## src/rtl/rtc_presc_pkg.sv

```systemverilog
package rtc_presc_pkg;

  typedef logic [7:0] bcd8_t;

  localparam bcd8_t MS_LIMIT = 8'h59;
  localparam bcd8_t HR_LIMIT = 8'h23;

  // Successor of a two-digit BCD value, wrapping to zero at lim.
  function automatic bcd8_t bcd_succ(input bcd8_t v, input bcd8_t lim);
    bcd8_t r;
    if (v == lim) begin
      r = 8'h00;
    end else if (v[3:0] == 4'd9) begin
      r = {v[7:4] + 4'd1, 4'd0};
    end else begin
      r = {v[7:4], v[3:0] + 4'd1};
    end
    return r;
  endfunction

endpackage

```

## src/rtl/rtc_pulse_sync.sv

```systemverilog
module rtc_pulse_sync #(
  parameter int STAGES = 2
) (
  input  logic clk,
  input  logic rst_n,
  input  logic async_i,
  output logic rise_o
);

  logic [STAGES-1:0] chain_q;
  logic [STAGES-1:0] chain_d;
  logic              prev_q;

  always_comb begin
    chain_d[0] = async_i;
  end

  genvar g;
  generate
    for (g = 1; g < STAGES; g++) begin : g_stage
      always_comb begin
        chain_d[g] = chain_q[g-1];
      end
    end
  endgenerate

  always_ff @(posedge clk or negedge rst_n) begin
    if (!rst_n) begin
      chain_q <= '0;
      prev_q  <= 1'b0;
    end else begin
      chain_q <= chain_d;
      prev_q  <= chain_q[STAGES-1];
    end
  end

  assign rise_o = chain_q[STAGES-1] & ~prev_q;

endmodule

```

## src/rtl/rtc_prescaler.sv

```systemverilog
module rtc_prescaler #(
  parameter int PRESC_W = 6
) (
  input  logic               clk,
  input  logic               rst_n,
  input  logic               hold_i,
  input  logic               step_i,
  output logic               wrap_o,
  output logic [PRESC_W-1:0] cnt_o
);

  localparam logic [PRESC_W-1:0] MIDPOINT = {1'b1, {(PRESC_W-1){1'b0}}};
  localparam logic [PRESC_W-1:0] TOP      = {PRESC_W{1'b1}};

  logic [PRESC_W-1:0] cnt_q;
  logic [PRESC_W-1:0] cnt_d;
  logic               cnt_en;

  assign cnt_en = hold_i | step_i;

  always_comb begin
    cnt_d = cnt_q;
    if (hold_i) begin
      cnt_d = MIDPOINT;
    end else if (step_i) begin
      cnt_d = cnt_q + {{(PRESC_W-1){1'b0}}, 1'b1};
    end
  end

  always_ff @(posedge clk or negedge rst_n) begin
    if (!rst_n) begin
      cnt_q <= MIDPOINT;
    end else if (cnt_en) begin
      cnt_q <= cnt_d;
    end
  end

  assign wrap_o = step_i & ~hold_i & (cnt_q == TOP);
  assign cnt_o  = cnt_q;

endmodule

```

## src/rtl/rtc_bcd_field.sv

```systemverilog
module rtc_bcd_field
  import rtc_presc_pkg::*;
#(
  parameter bcd8_t LIMIT = 8'h59
) (
  input  logic  clk,
  input  logic  rst_n,
  input  logic  ld_i,
  input  bcd8_t ld_val_i,
  input  logic  inc_i,
  output bcd8_t q_o,
  output logic  at_max_o
);

  bcd8_t q_q;
  bcd8_t q_d;
  logic  q_en;

  assign q_en = ld_i | inc_i;

  always_comb begin
    q_d = q_q;
    if (ld_i) begin
      q_d = ld_val_i;
    end else if (inc_i) begin
      q_d = bcd_succ(q_q, LIMIT);
    end
  end

  always_ff @(posedge clk or negedge rst_n) begin
    if (!rst_n) begin
      q_q <= 8'h00;
    end else if (q_en) begin
      q_q <= q_d;
    end
  end

  assign q_o      = q_q;
  assign at_max_o = (q_q == LIMIT);

endmodule

```

## src/rtl/rtc_presc_top.sv

```systemverilog
module rtc_presc_top
  import rtc_presc_pkg::*;
#(
  parameter int PRESC_W     = 6,
  parameter int SYNC_STAGES = 2
) (
  input  logic       clk,
  input  logic       rst_n,
  input  logic       test_mode_i,
  input  logic       stop_i,
  input  logic       int_tick_i,
  input  logic       ext_pulse_i,
  input  logic       ld_sec_i,
  input  logic       ld_min_i,
  input  logic       ld_hr_i,
  input  logic [7:0] ld_data_i,
  output logic [7:0] sec_o,
  output logic [7:0] min_o,
  output logic [7:0] hr_o,
  output logic       sec_tick_o
);

  localparam int NFIELD = 3;

  // Reset: asserted asynchronously, released on the clock.
  logic [1:0] rst_q;
  logic       rst_int_n;

  always_ff @(posedge clk or negedge rst_n) begin
    if (!rst_n) begin
      rst_q <= 2'b00;
    end else begin
      rst_q <= {rst_q[0], 1'b1};
    end
  end

  assign rst_int_n = rst_q[1];

  // Step source selection.
  logic ext_rise;
  logic step;
  logic wrap;
  logic [PRESC_W-1:0] presc_cnt;

  rtc_pulse_sync #(.STAGES(SYNC_STAGES)) u_sync (
    .clk    (clk),
    .rst_n  (rst_int_n),
    .async_i(ext_pulse_i),
    .rise_o (ext_rise)
  );

  assign step = test_mode_i ? ext_rise : int_tick_i;

  rtc_prescaler #(.PRESC_W(PRESC_W)) u_presc (
    .clk   (clk),
    .rst_n (rst_int_n),
    .hold_i(stop_i),
    .step_i(step),
    .wrap_o(wrap),
    .cnt_o (presc_cnt)
  );

  // Counter chain: field 0 seconds, 1 minutes, 2 hours.
  logic  [NFIELD-1:0] ld_vec;
  logic  [NFIELD-1:0] at_max;
  logic  [NFIELD-1:0] carry;
  bcd8_t              field_q [NFIELD];

  assign ld_vec = {ld_hr_i, ld_min_i, ld_sec_i};

  genvar g;
  generate
    for (g = 0; g < NFIELD; g++) begin : g_field
      localparam bcd8_t LIM = (g == NFIELD - 1) ? HR_LIMIT : MS_LIMIT;
      if (g == 0) begin : g_first
        assign carry[g] = wrap;
      end else begin : g_rest
        assign carry[g] = wrap & (&at_max[g-1:0]);
      end
      rtc_bcd_field #(.LIMIT(LIM)) u_field (
        .clk     (clk),
        .rst_n   (rst_int_n),
        .ld_i    (ld_vec[g]),
        .ld_val_i(ld_data_i),
        .inc_i   (carry[g]),
        .q_o     (field_q[g]),
        .at_max_o(at_max[g])
      );
    end
  endgenerate

  // Increment strobe, aligned with the new seconds value.
  logic tick_q;

  always_ff @(posedge clk or negedge rst_n) begin
    if (!rst_n) begin
      tick_q <= 1'b0;
    end else begin
      tick_q <= wrap & rst_int_n;
    end
  end

  assign sec_o      = field_q[0];
  assign min_o      = field_q[1];
  assign hr_o       = field_q[2];
  assign sec_tick_o = tick_q;

endmodule

```

## config.mk

```make
export PLATFORM = sky130hd
export DESIGN_NAME = rtc_presc_top
export DESIGN_NICKNAME = d
export VERILOG_FILES = /design/src/rtl/rtc_presc_pkg.sv /design/src/rtl/rtc_pulse_sync.sv /design/src/rtl/rtc_prescaler.sv /design/src/rtl/rtc_bcd_field.sv /design/src/rtl/rtc_presc_top.sv
export SDC_FILE = /design/constraint.sdc
export NUM_CORES = 1
export LEC_CHECK = 0
export BUFFER_PORTS_ARGS = -buffer_cell sky130_fd_sc_hd__buf_2
export CAP_MARGIN = 20
export CORE_UTILIZATION = 27
export DETAILED_ROUTE_END_ITERATION = 8
export HOLD_SLACK_MARGIN = 0.15
export SLEW_MARGIN = 20
export SYNTH_ARGS = -nofsm -noshare
export SYNTH_HDL_FRONTEND = slang
export SYNTH_SLANG_ARGS = --single-unit
```

## constraint.sdc

```tcl
create_clock -name clk -period 1.8 [get_ports clk]
set_input_delay 0 -clock clk [delete_from_list [all_inputs] [get_ports clk]]
set_output_delay 0 -clock clk [all_outputs]
set_load 0.005 [all_outputs]
```

## Word-level counts from Yosys, hierarchy flattened

Index checks and enable logic that the tools add are counted.

- Flip-flop bits (word level): 36
- Bits in latches: 0
- Memory bits (writable): 0
- Memory bits (read-only): 0
- Input port bits: 17
- Output and inout bits: 25
- Word-level logic and storage cells: 67
- Memories: 0

- $add $sub $neg: 7
- $mul: 0
- Divide/modulo/power cells: 0
- Magnitude comparators: 0
- Equal/unequal tests: 7
- Shift operators: 0
- Muxes and demuxes: 15
- Bitwise operators: 12
- Reduce and logical (&&, ||, !) cells: 15

Operators with widths:

| kind | number |
|---|---|
| $mux W8 | 12 |
| $add A4 B1 Y4 const B | 6 |
| $eq A8 B7 Y1 const B | 2 |
| $eq A4 B4 Y1 const B | 3 |
| $mux W6 | 2 |
| $reduce_and A2 Y1 | 5 |
| $reduce_and A3 Y1 | 3 |
| $reduce_bool A3 Y1 | 3 |
| $eq A8 B6 Y1 const B | 1 |
| $reduce_bool A2 Y1 | 4 |
| $add A6 B1 Y6 const B | 1 |
| $and A1 B1 Y1 | 6 |
| $eq A6 B6 Y1 const B | 1 |
| $or A1 B1 Y1 | 4 |
| $not A1 Y1 | 2 |
| $mux W1 | 1 |

## Depth between registers and ports, before layout

Gate-level depths: netlist of run 1.

- Depth in word-level cells: 8
- Depth in mapped cells: 8

## Modules after synthesis

A second synthesis of run 1 with hierarchy kept.

- Cells, all modules: 218
- Area, all modules: 2098.3 um^2

Modules (own cells, without submodules):

| module | instances | cells an instance | area each (um^2) |
|---|---|---|---|
| rtc_bcd_field (g_field[0].u_field ...) | 2 | 61 | 533.0 |
| rtc_bcd_field (g_field[2].u_field) | 1 | 59 | 550.5 |
| rtc_prescaler | 1 | 25 | 280.3 |
| rtc_presc_top | 1 | 8 | 112.6 |
| rtc_pulse_sync | 1 | 4 | 88.8 |

## Least setup slack after synthesis of run 1

OpenSTA, ideal clock, no wires.

- Path kind: register to register
- Start: reg g_field[2].u_field.q_q[4]
- End: reg g_field[2].u_field.q_q[5]
- Arrival: 1751 ps
- Path slack: -88 ps
- Stages on the path, launching flop included: 8
- Period minus slack after synthesis: 1888 ps
- Cell sequence: dfrtp_1 inv_1 ha_1 or4b_1 o311ai_2 o21ai_0 mux2i_1 a21oi_1

- Cells in the longest elaborated chain, start to end: 5
- Elaborated cells between the ends (all ways): 8

RTL lines:

| element | RTL line | text |
|---|---|---|
| from (decl) | rtc_bcd_field.sv:15 | `bcd8_t q_q;` |
| from (signal assigned) | rtc_bcd_field.sv:34 | `q_q <= q_d;` |
| $add A4 B1 Y4 | rtc_presc_pkg.sv:14 | `r = {v[7:4] + 4'd1, 4'd0};` |
| $mux W8 | rtc_presc_pkg.sv:13 | `end else if (v[3:0] == 4'd9) begin` |
| $mux W8 | rtc_presc_pkg.sv:11 | `if (v == lim) begin` |
| $mux W8 | rtc_bcd_field.sv:25 | `end else if (inc_i) begin` |
| $mux W8 | rtc_bcd_field.sv:23 | `if (ld_i) begin` |

Parallel ways exist; a longest one is shown, timed or not. The select of a mux whose other input is x is not followed.
A chain may end at the register's enable or synchronous reset.

## Worst setup path in the final report of run 1

- Start: reg g_field[2].u_field.q_q[4]
- End: reg g_field[2].u_field.q_q[1]

- Cells in the longest elaborated chain, start to end: 4

RTL lines:

| element | RTL line |
|---|---|
| $eq A8 B6 Y1 | rtc_presc_pkg.sv:11 |
| $mux W8 | rtc_presc_pkg.sv:11 |
| $mux W8 | rtc_bcd_field.sv:25 |
| $mux W8 | rtc_bcd_field.sv:23 |

Every way passes these cells. The select of a mux whose other input is x is not followed.

==> impl_metrics.env, run 1 <==
export IMPL_io_buffer_count=41
export IMPL_hold_path_class="reg2async"
export IMPL_violations="setup timing"
export IMPL_dp_cells=393
export IMPL_postLayoutCellArea_um2=3150
export IMPL_cts_buffers=5
export IMPL_wire_per_inst_um=12.7
export IMPL_syn_area_per_cell_um2=9.58
export IMPL_grt_max_degree=20
export IMPL_placed_area_um2=2710
export IMPL_mostFrequentLayoutCells="44 x buf_4, 41 x buf_2, 35 x dfrtp_1, 24 x nand2_1, 19 x dlygate4sd3_1"
export IMPL_synth_area_leaders="dfrtp_1 43%, ha_1 6.7%, o21ai_0 4.4%, nand2_1 4.4%, nor2_1 3.1%"
export IMPL_worstSetupPathType="reg2reg"
export IMPL_ys_flop_type="dfrtp_1"
export IMPL_cp_start_kind="register"
export IMPL_ys_seq_area_frac=0.438
export IMPL_clockRootBuffer="clkbuf_8"
export IMPL_syn_nets=243
export IMPL_p_int_mw=1.46
export IMPL_place_congestion=0.808
export IMPL_start_util=0.281
export IMPL_synth_warning_count=0
export IMPL_wirelength_mm=5.39
export IMPL_setup_slack_ns=-0.0279
export IMPL_synthAdderAreaFrac=0.0668
export IMPL_first_iter_violations=79
export IMPL_setup_viol=5
export IMPL_die_height_um=89.3
export IMPL_clkTransAtPathRegs_ns=0.07
export IMPL_insertion_delay_ns=0.29
export IMPL_p_leak_nw=1.45
export IMPL_cap_violations=0
export IMPL_combinationalPowerShare=0.238
export IMPL_dieWidth_um=89.3
export IMPL_syn_inst=215
export IMPL_cts_htree_levels=2
export IMPL_syn_to_final_growth_pct=53.0
export IMPL_power_density_nw_per_um2=639
export IMPL_ir_worst_vdd_v=0.000208
export IMPL_crit_family="compound AO/OA/AOI/OAI gates"
export IMPL_synth_edf_count=0
export IMPL_core_area_um2=7330
export IMPL_period_share=1.02
export IMPL_async_flop_share=1.00
export IMPL_synth_compound_area_frac=0.165
export IMPL_seqPwrFrac=0.456
export IMPL_switching_share=0.276
export IMPL_path_buf_inv=1
export IMPL_power_share_clock=0.306
export IMPL_drc=0
export IMPL_synthMuxAreaShare=0.0249
export IMPL_synth_xor_area_frac=0.0298
export IMPL_critPathMaxStageDelay_ns=0.46
export IMPL_antenna_left=0
export IMPL_path_cells="inv_2 -> ha_1 -> or4b_4 -> o311ai_4 -> nor3_1 -> a311o_1"
export IMPL_diodes=0
export IMPL_grt_pass1_wl_mm=8.37
export IMPL_final_common_cell="buf_4"
export IMPL_fp_row_count=31
export IMPL_antenna_found_initial=0
export IMPL_ys_types=52
export IMPL_critPathSlowestCell="or4b_4"
export IMPL_grt_pass1_vias=1752
export IMPL_fin_nets=353
export IMPL_cp_end_kind="register"
export IMPL_hold_viol=0
export IMPL_fmax_mhz=547
export IMPL_yosys_area_share_simple=0.247
export IMPL_via_per_inst=4.65
export IMPL_slew_viol_final=0
export IMPL_io_pins=42
export IMPL_rsz0062_at_grt="true"
export IMPL_clockBufferDepth=2
export IMPL_outcome="finished with violations"
export IMPL_yosys_area_top_type="dfrtp_1"
export IMPL_syn_area_um2=2060
export IMPL_cts_tree="yes"
export IMPL_synth_top_family_by_area="simple AND/OR/NAND/NOR gates"
export IMPL_grt_overflow=0
export IMPL_grt_use_total=0.139
export IMPL_layout_min_cycle_time_ns=1.83
export IMPL_vias=1971
export IMPL_power_switching_uw=556
export IMPL_fin_worst_skew_ns=0.00705
export IMPL_finalNonFillerCells=424
export IMPL_synth_top_area_frac=0.425
export IMPL_fp_dieArea_um2=7980
export IMPL_arrival_ns=2.00
export IMPL_critPathMaxFanout=6
export IMPL_synth_seq_cells=36
export IMPL_drive_above_1_share=0.382
export IMPL_drt_pass1_iter_count=4
export IMPL_cp_required_ns=1.97
export IMPL_post_dp_hpwl_mm=3.91
export IMPL_numClockSinks=36
final timing paths:
check	start	end	slack, ns	depth (start not counted)
min in group clk	test_mode_i	u_presc.cnt_o[1]$_DFFE_PN0P_	0.25	4
worst max-delay path	g_field[2].u_field.q_o[4]$_DFFE_PN0P_	g_field[2].u_field.q_o[1]$_DFFE_PN0P_	-0.03	6
worst min-delay path	rst_q[1]$_DFF_PN0_	g_field[2].u_field.q_o[3]$_DFFE_PN0P_	0.24	1
max in group asynchronous	rst_n	sec_tick_o$_DFF_PN0_	1.08	3
worst max register to register	g_field[2].u_field.q_o[4]$_DFFE_PN0P_	g_field[2].u_field.q_o[1]$_DFFE_PN0P_	-0.03	6
worst min register to register	rst_q[1]$_DFF_PN0_	g_field[2].u_field.q_o[3]$_DFFE_PN0P_	0.24	1
flip-flops by register name, summed over array words and instances (netlist names):
name                 flops
u_sync.chain_q           2
g_field.u_field.q_o     24
rst_q                    2
u_sync.prev_q            1
sec_tick_o               1
u_presc.cnt_o            6
logic make-up after synthesis:
| logic type | Yosys count |
|---|---|
| adders and majority gates | 11 |
| other | 1 |
| DFF | 36 |
| muxes | 5 |
| xor gates and xnor gates | 7 |
| and+or+nand+nor | 91 |
| AOI/OAI and AO/OA | 50 |
| buffers and inverters | 14 |
power groups by stage:
stage / Clock, mW / Sequential [mW] / Combinational (mW)
3_5_place_dp: 0 / 0.925 / 0.421
5_1_grt: 0.686 / 0.925 / 0.539
2_1_floorplan: 0 / 0.963 / 0.157
4_1_cts: 0.643 / 0.911 / 0.455
3_3_place_gp: 0 / 0.924 / 0.417
6_report: 0.616 / 0.918 / 0.480
through the flow:
stage	total power [mW]	util	hold WS (ns)	TNS [ns]	setup slack, ns
floorplan	1.12	-	-0.296	-0.0403	-0.0241
global placement	1.34	0.370	-0.203	-0.00561	-0.00561
detailed placement	1.35	0.370	-0.202	-0.0836	-0.0329
CTS	2.01	0.411	0.244	-0.112	-0.0357
global route	2.15	0.430	0.249	-0.796	-0.123
finish	2.01	0.430	0.238	-0.0969	-0.0279
synth_stat cells (2+ instances only):
library cell	number
nand3b_1	7
a21oi_1	8
xnor2_1	2
a21o_1	2
o211ai_1	2
nand2b_1	2
ha_1	11
inv_1	9
o21ai_0	18
o31ai_1	2
or4_1	2
nor3_1	2
or2_2	2
nor2_1	17
nand3_1	10
xor2_1	5
nor2b_1	4
and3b_1	3
nand4_1	5
nand2_1	24
or3_1	2
a31oi_1	4
clkbuf_1	3
and2_1	3
dfrtp_1	35
mux2i_1	4
buf_2	2
area by class of cell:
cell class | instances | area (um^2)
repair buffers | 108 | 771
multi-input cells | 165 | 1220
well taps | 99 | 124
flip-flops and latches | 36 | 902
clock buffers | 7 | 96.3
fillers | 714 | 4180
inverters | 9 | 33.8
repair_timing:
action                                  in CTS  in global routing
gates resized for setup                      3                 26
pin swaps                                    0                  9
cloned                                       0                  0
hold buffers                                19                  0
endpoints found under the setup margin       5                 17
buffers inserted                             0                  5
hold endpoints to repair                    34                  0
layer usage:
metal,global-route usage,part of all wire,up-vias
met5,0,0,-
met4,0.0519,0.0082,0
met3,0.0222,0.027,4
met2,0.214,0.47,38
met1,0.196,0.50,933
li1,-,-,996
No activity file was read; power rests on OpenSTA's default activity.
==> run 2, diff against run 1 <==
SYNTH_HIERARCHICAL = 1   (was default)
==> run 2 against run 1 <==
  * The run still ends with setup timing left
  * Area after synthesis up 1.7%
  * Clock power down 3.6%
  * Combinational power down 2%
  * Highest routed layer unchanged
  * Register-to-register slack worse by 0.07 ns
==> impl_metrics.env, run 2 <==
export IMPL_grt_max_degree=34
export IMPL_slew_viol_final=0
export IMPL_dp_cells=389
export IMPL_fp_row_count=31
export IMPL_violations="setup timing"
export IMPL_syn_area_um2=2090
export IMPL_fin_worst_skew_ns=0.00561
export IMPL_die_height_um=90.1
export IMPL_syn_to_final_growth_pct=45.3
export IMPL_cap_violations=0
export IMPL_clockBufferDepth=2
export IMPL_io_buffer_count=41
export IMPL_power_density_nw_per_um2=649
export IMPL_setup_viol=11
export IMPL_cts_buffers=5
export IMPL_setup_slack_ns=-0.102
export IMPL_grt_pass1_wl_mm=8.97
export IMPL_p_leak_nw=1.46
export IMPL_cts_tree="yes"
export IMPL_seqPwrFrac=0.462
export IMPL_numClockSinks=36
export IMPL_ir_worst_vdd_v=0.000294
export IMPL_grt_use_total=0.138
export IMPL_largest_reg_flops=24
export IMPL_first_iter_violations=68
export IMPL_path_cells="nor2b_4 -> mux2_4 -> nand4_1 -> nor3_4 -> and3_4 -> and4b_2 -> o22ai_1 -> a41oi_1"
export IMPL_p_int_mw=1.42
export IMPL_start_util=0.284
export IMPL_worstSetupPathType="reg2reg"
export IMPL_period_share=1.06
export IMPL_fmax_mhz=526
export IMPL_drc=0
export IMPL_fin_nets=345
export IMPL_post_dp_hpwl_mm=4.11
export IMPL_drt_pass1_iter_count=4
export IMPL_tns_ns=-0.486
export IMPL_insertion_delay_ns=0.29
export IMPL_cp_end_kind="register"
export IMPL_clockRootBuffer="clkbuf_8"
export IMPL_layout_min_cycle_time_ns=1.90
export IMPL_place_congestion=0.811
export IMPL_critPathMaxStageDelay_ns=0.39
export IMPL_wirelength_mm=5.53
export IMPL_vias=1973
export IMPL_critPathSlowestCell="dfrtp_1"
export IMPL_grt_pass1_vias=1890
export IMPL_timing_hold_ws_ns=0.211
export IMPL_syn_nets=247
export IMPL_synth_warning_count=6
export IMPL_drive_above_1_share=0.389
export IMPL_cts_htree_levels=2
export IMPL_dieWidth_um=90.1
export IMPL_outcome="finished with violations"
export IMPL_critPathMaxFanout=5
export IMPL_mostFrequentLayoutCells="41 x buf_2, 37 x buf_4, 35 x dfrtp_1, 23 x nand2_1"
export IMPL_arrival_ns=2.09
export IMPL_diodes=0
export IMPL_cp_required_ns=1.99
export IMPL_fillers=766
export IMPL_placed_area_um2=2710
export IMPL_hold_viol=0
export IMPL_power_share_clock=0.300
export IMPL_wire_per_inst_um=13.3
export IMPL_clkTransAtPathRegs_ns=0.07
export IMPL_path_buf_inv=0
export IMPL_finalNonFillerCells=415
export IMPL_final_common_cell="buf_2"
export IMPL_antenna_left=0
export IMPL_combinationalPowerShare=0.238
export IMPL_rsz0062_at_grt="true"
export IMPL_crit_family="simple AND/OR/NAND/NOR gates"
export IMPL_design_power_total_mw=1.98
export IMPL_postLayoutCellArea_um2=3040
export IMPL_hold_path_class="in2reg"
export IMPL_power_switching_uw=556
export IMPL_antenna_found_initial=0
export IMPL_syn_area_per_cell_um2=9.65
export IMPL_grt_overflow=0
export IMPL_io_pins=42
export IMPL_cp_start_kind="register"
export IMPL_fp_dieArea_um2=8110
export IMPL_core_area_um2=7370
export IMPL_syn_inst=217
export IMPL_switching_share=0.281
export IMPL_via_per_inst=4.75
export IMPL_multi_input_area_um2=1210
export IMPL_regArea_um2=902
-- run 2: worst paths after layout --
path | startpoint | endpoint | slack (ns) | cells after the start
max in group asynchronous | rst_n | rst_q[0]$_DFF_PN0_ | 1.05 | 3
max reg2reg | u_sync/prev_q$_DFF_PN0_ | g_field[2].u_field/q_o[4]$_DFFE_PN0P_ | -0.10 | 8
min reg2reg | rst_q[1]$_DFF_PN0_ | u_presc/cnt_o[3]$_DFFE_PN0P_ | 0.33 | 1
min | stop_i | sec_tick_o$_DFF_PN0_ | 0.21 | 4
max | u_sync/prev_q$_DFF_PN0_ | g_field[2].u_field/q_o[4]$_DFFE_PN0P_ | -0.10 | 8
min in group asynchronous | rst_q[1]$_DFF_PN0_ | u_presc/cnt_o[3]$_DFFE_PN0P_ | 0.33 | 1
-- run 2: metrics by stage --
stage	util	setup slack [ns]
after floorplan	-	-0.286
after global placement	0.368	-0.115
after detailed placement	0.368	-0.149
after CTS	0.405	-0.0849
after global routing	0.413	-0.206
final	0.413	-0.102
-- run 2: routing by layer --
metal,GRT usage,share of wire,up-vias
met5,0,0,-
met1,0.179,0.47,953
met4,0.0497,0.017,0
met3,0.0228,0.033,7
met2,0.232,0.48,36
li1,-,-,977
-- run 2: worst reg2reg max path, cell delays in order, from the launching register on --
cell     delay, ns
dfrtp_1       0.39
nor2b_4       0.10
mux2_4        0.14
nand4_1       0.15
nor3_4        0.19
and3_4        0.24
and4b_2       0.31
o22ai_1       0.09
a41oi_1       0.20
-- run 2: power by group through the flow --
| stage | Combinational, mW | Clock (mW) | Sequential, mW |
|---|---|---|---|
| 3_3_place_gp | 0.418 | 0 | 0.927 |
| 6_report | 0.470 | 0.594 | 0.913 |
| 4_1_cts | 0.462 | 0.608 | 0.913 |
| 2_1_floorplan | 0.178 | 0 | 0.963 |
| 3_5_place_dp | 0.429 | 0 | 0.928 |
| 5_1_grt | 0.524 | 0.640 | 0.920 |
-- run 2: what timing repair did --
action	4_1_cts	5_1_grt
hold buffers	16	0
endpoints found under the setup margin	21	24
setup buffers	1	1
endpoints found under the hold margin	34	0
resized for setup	5	12
pin swaps	5	6
-- run 2: cell type report --
class / count / share of cell area
sequential: 36 / 0.296
clock buffer: 8 / 0.0296
multi-input combinational: 164 / 0.399
inverter: 12 / 0.0156
timing repair buffer: 96 / 0.219
tap: 99 / 0.0407
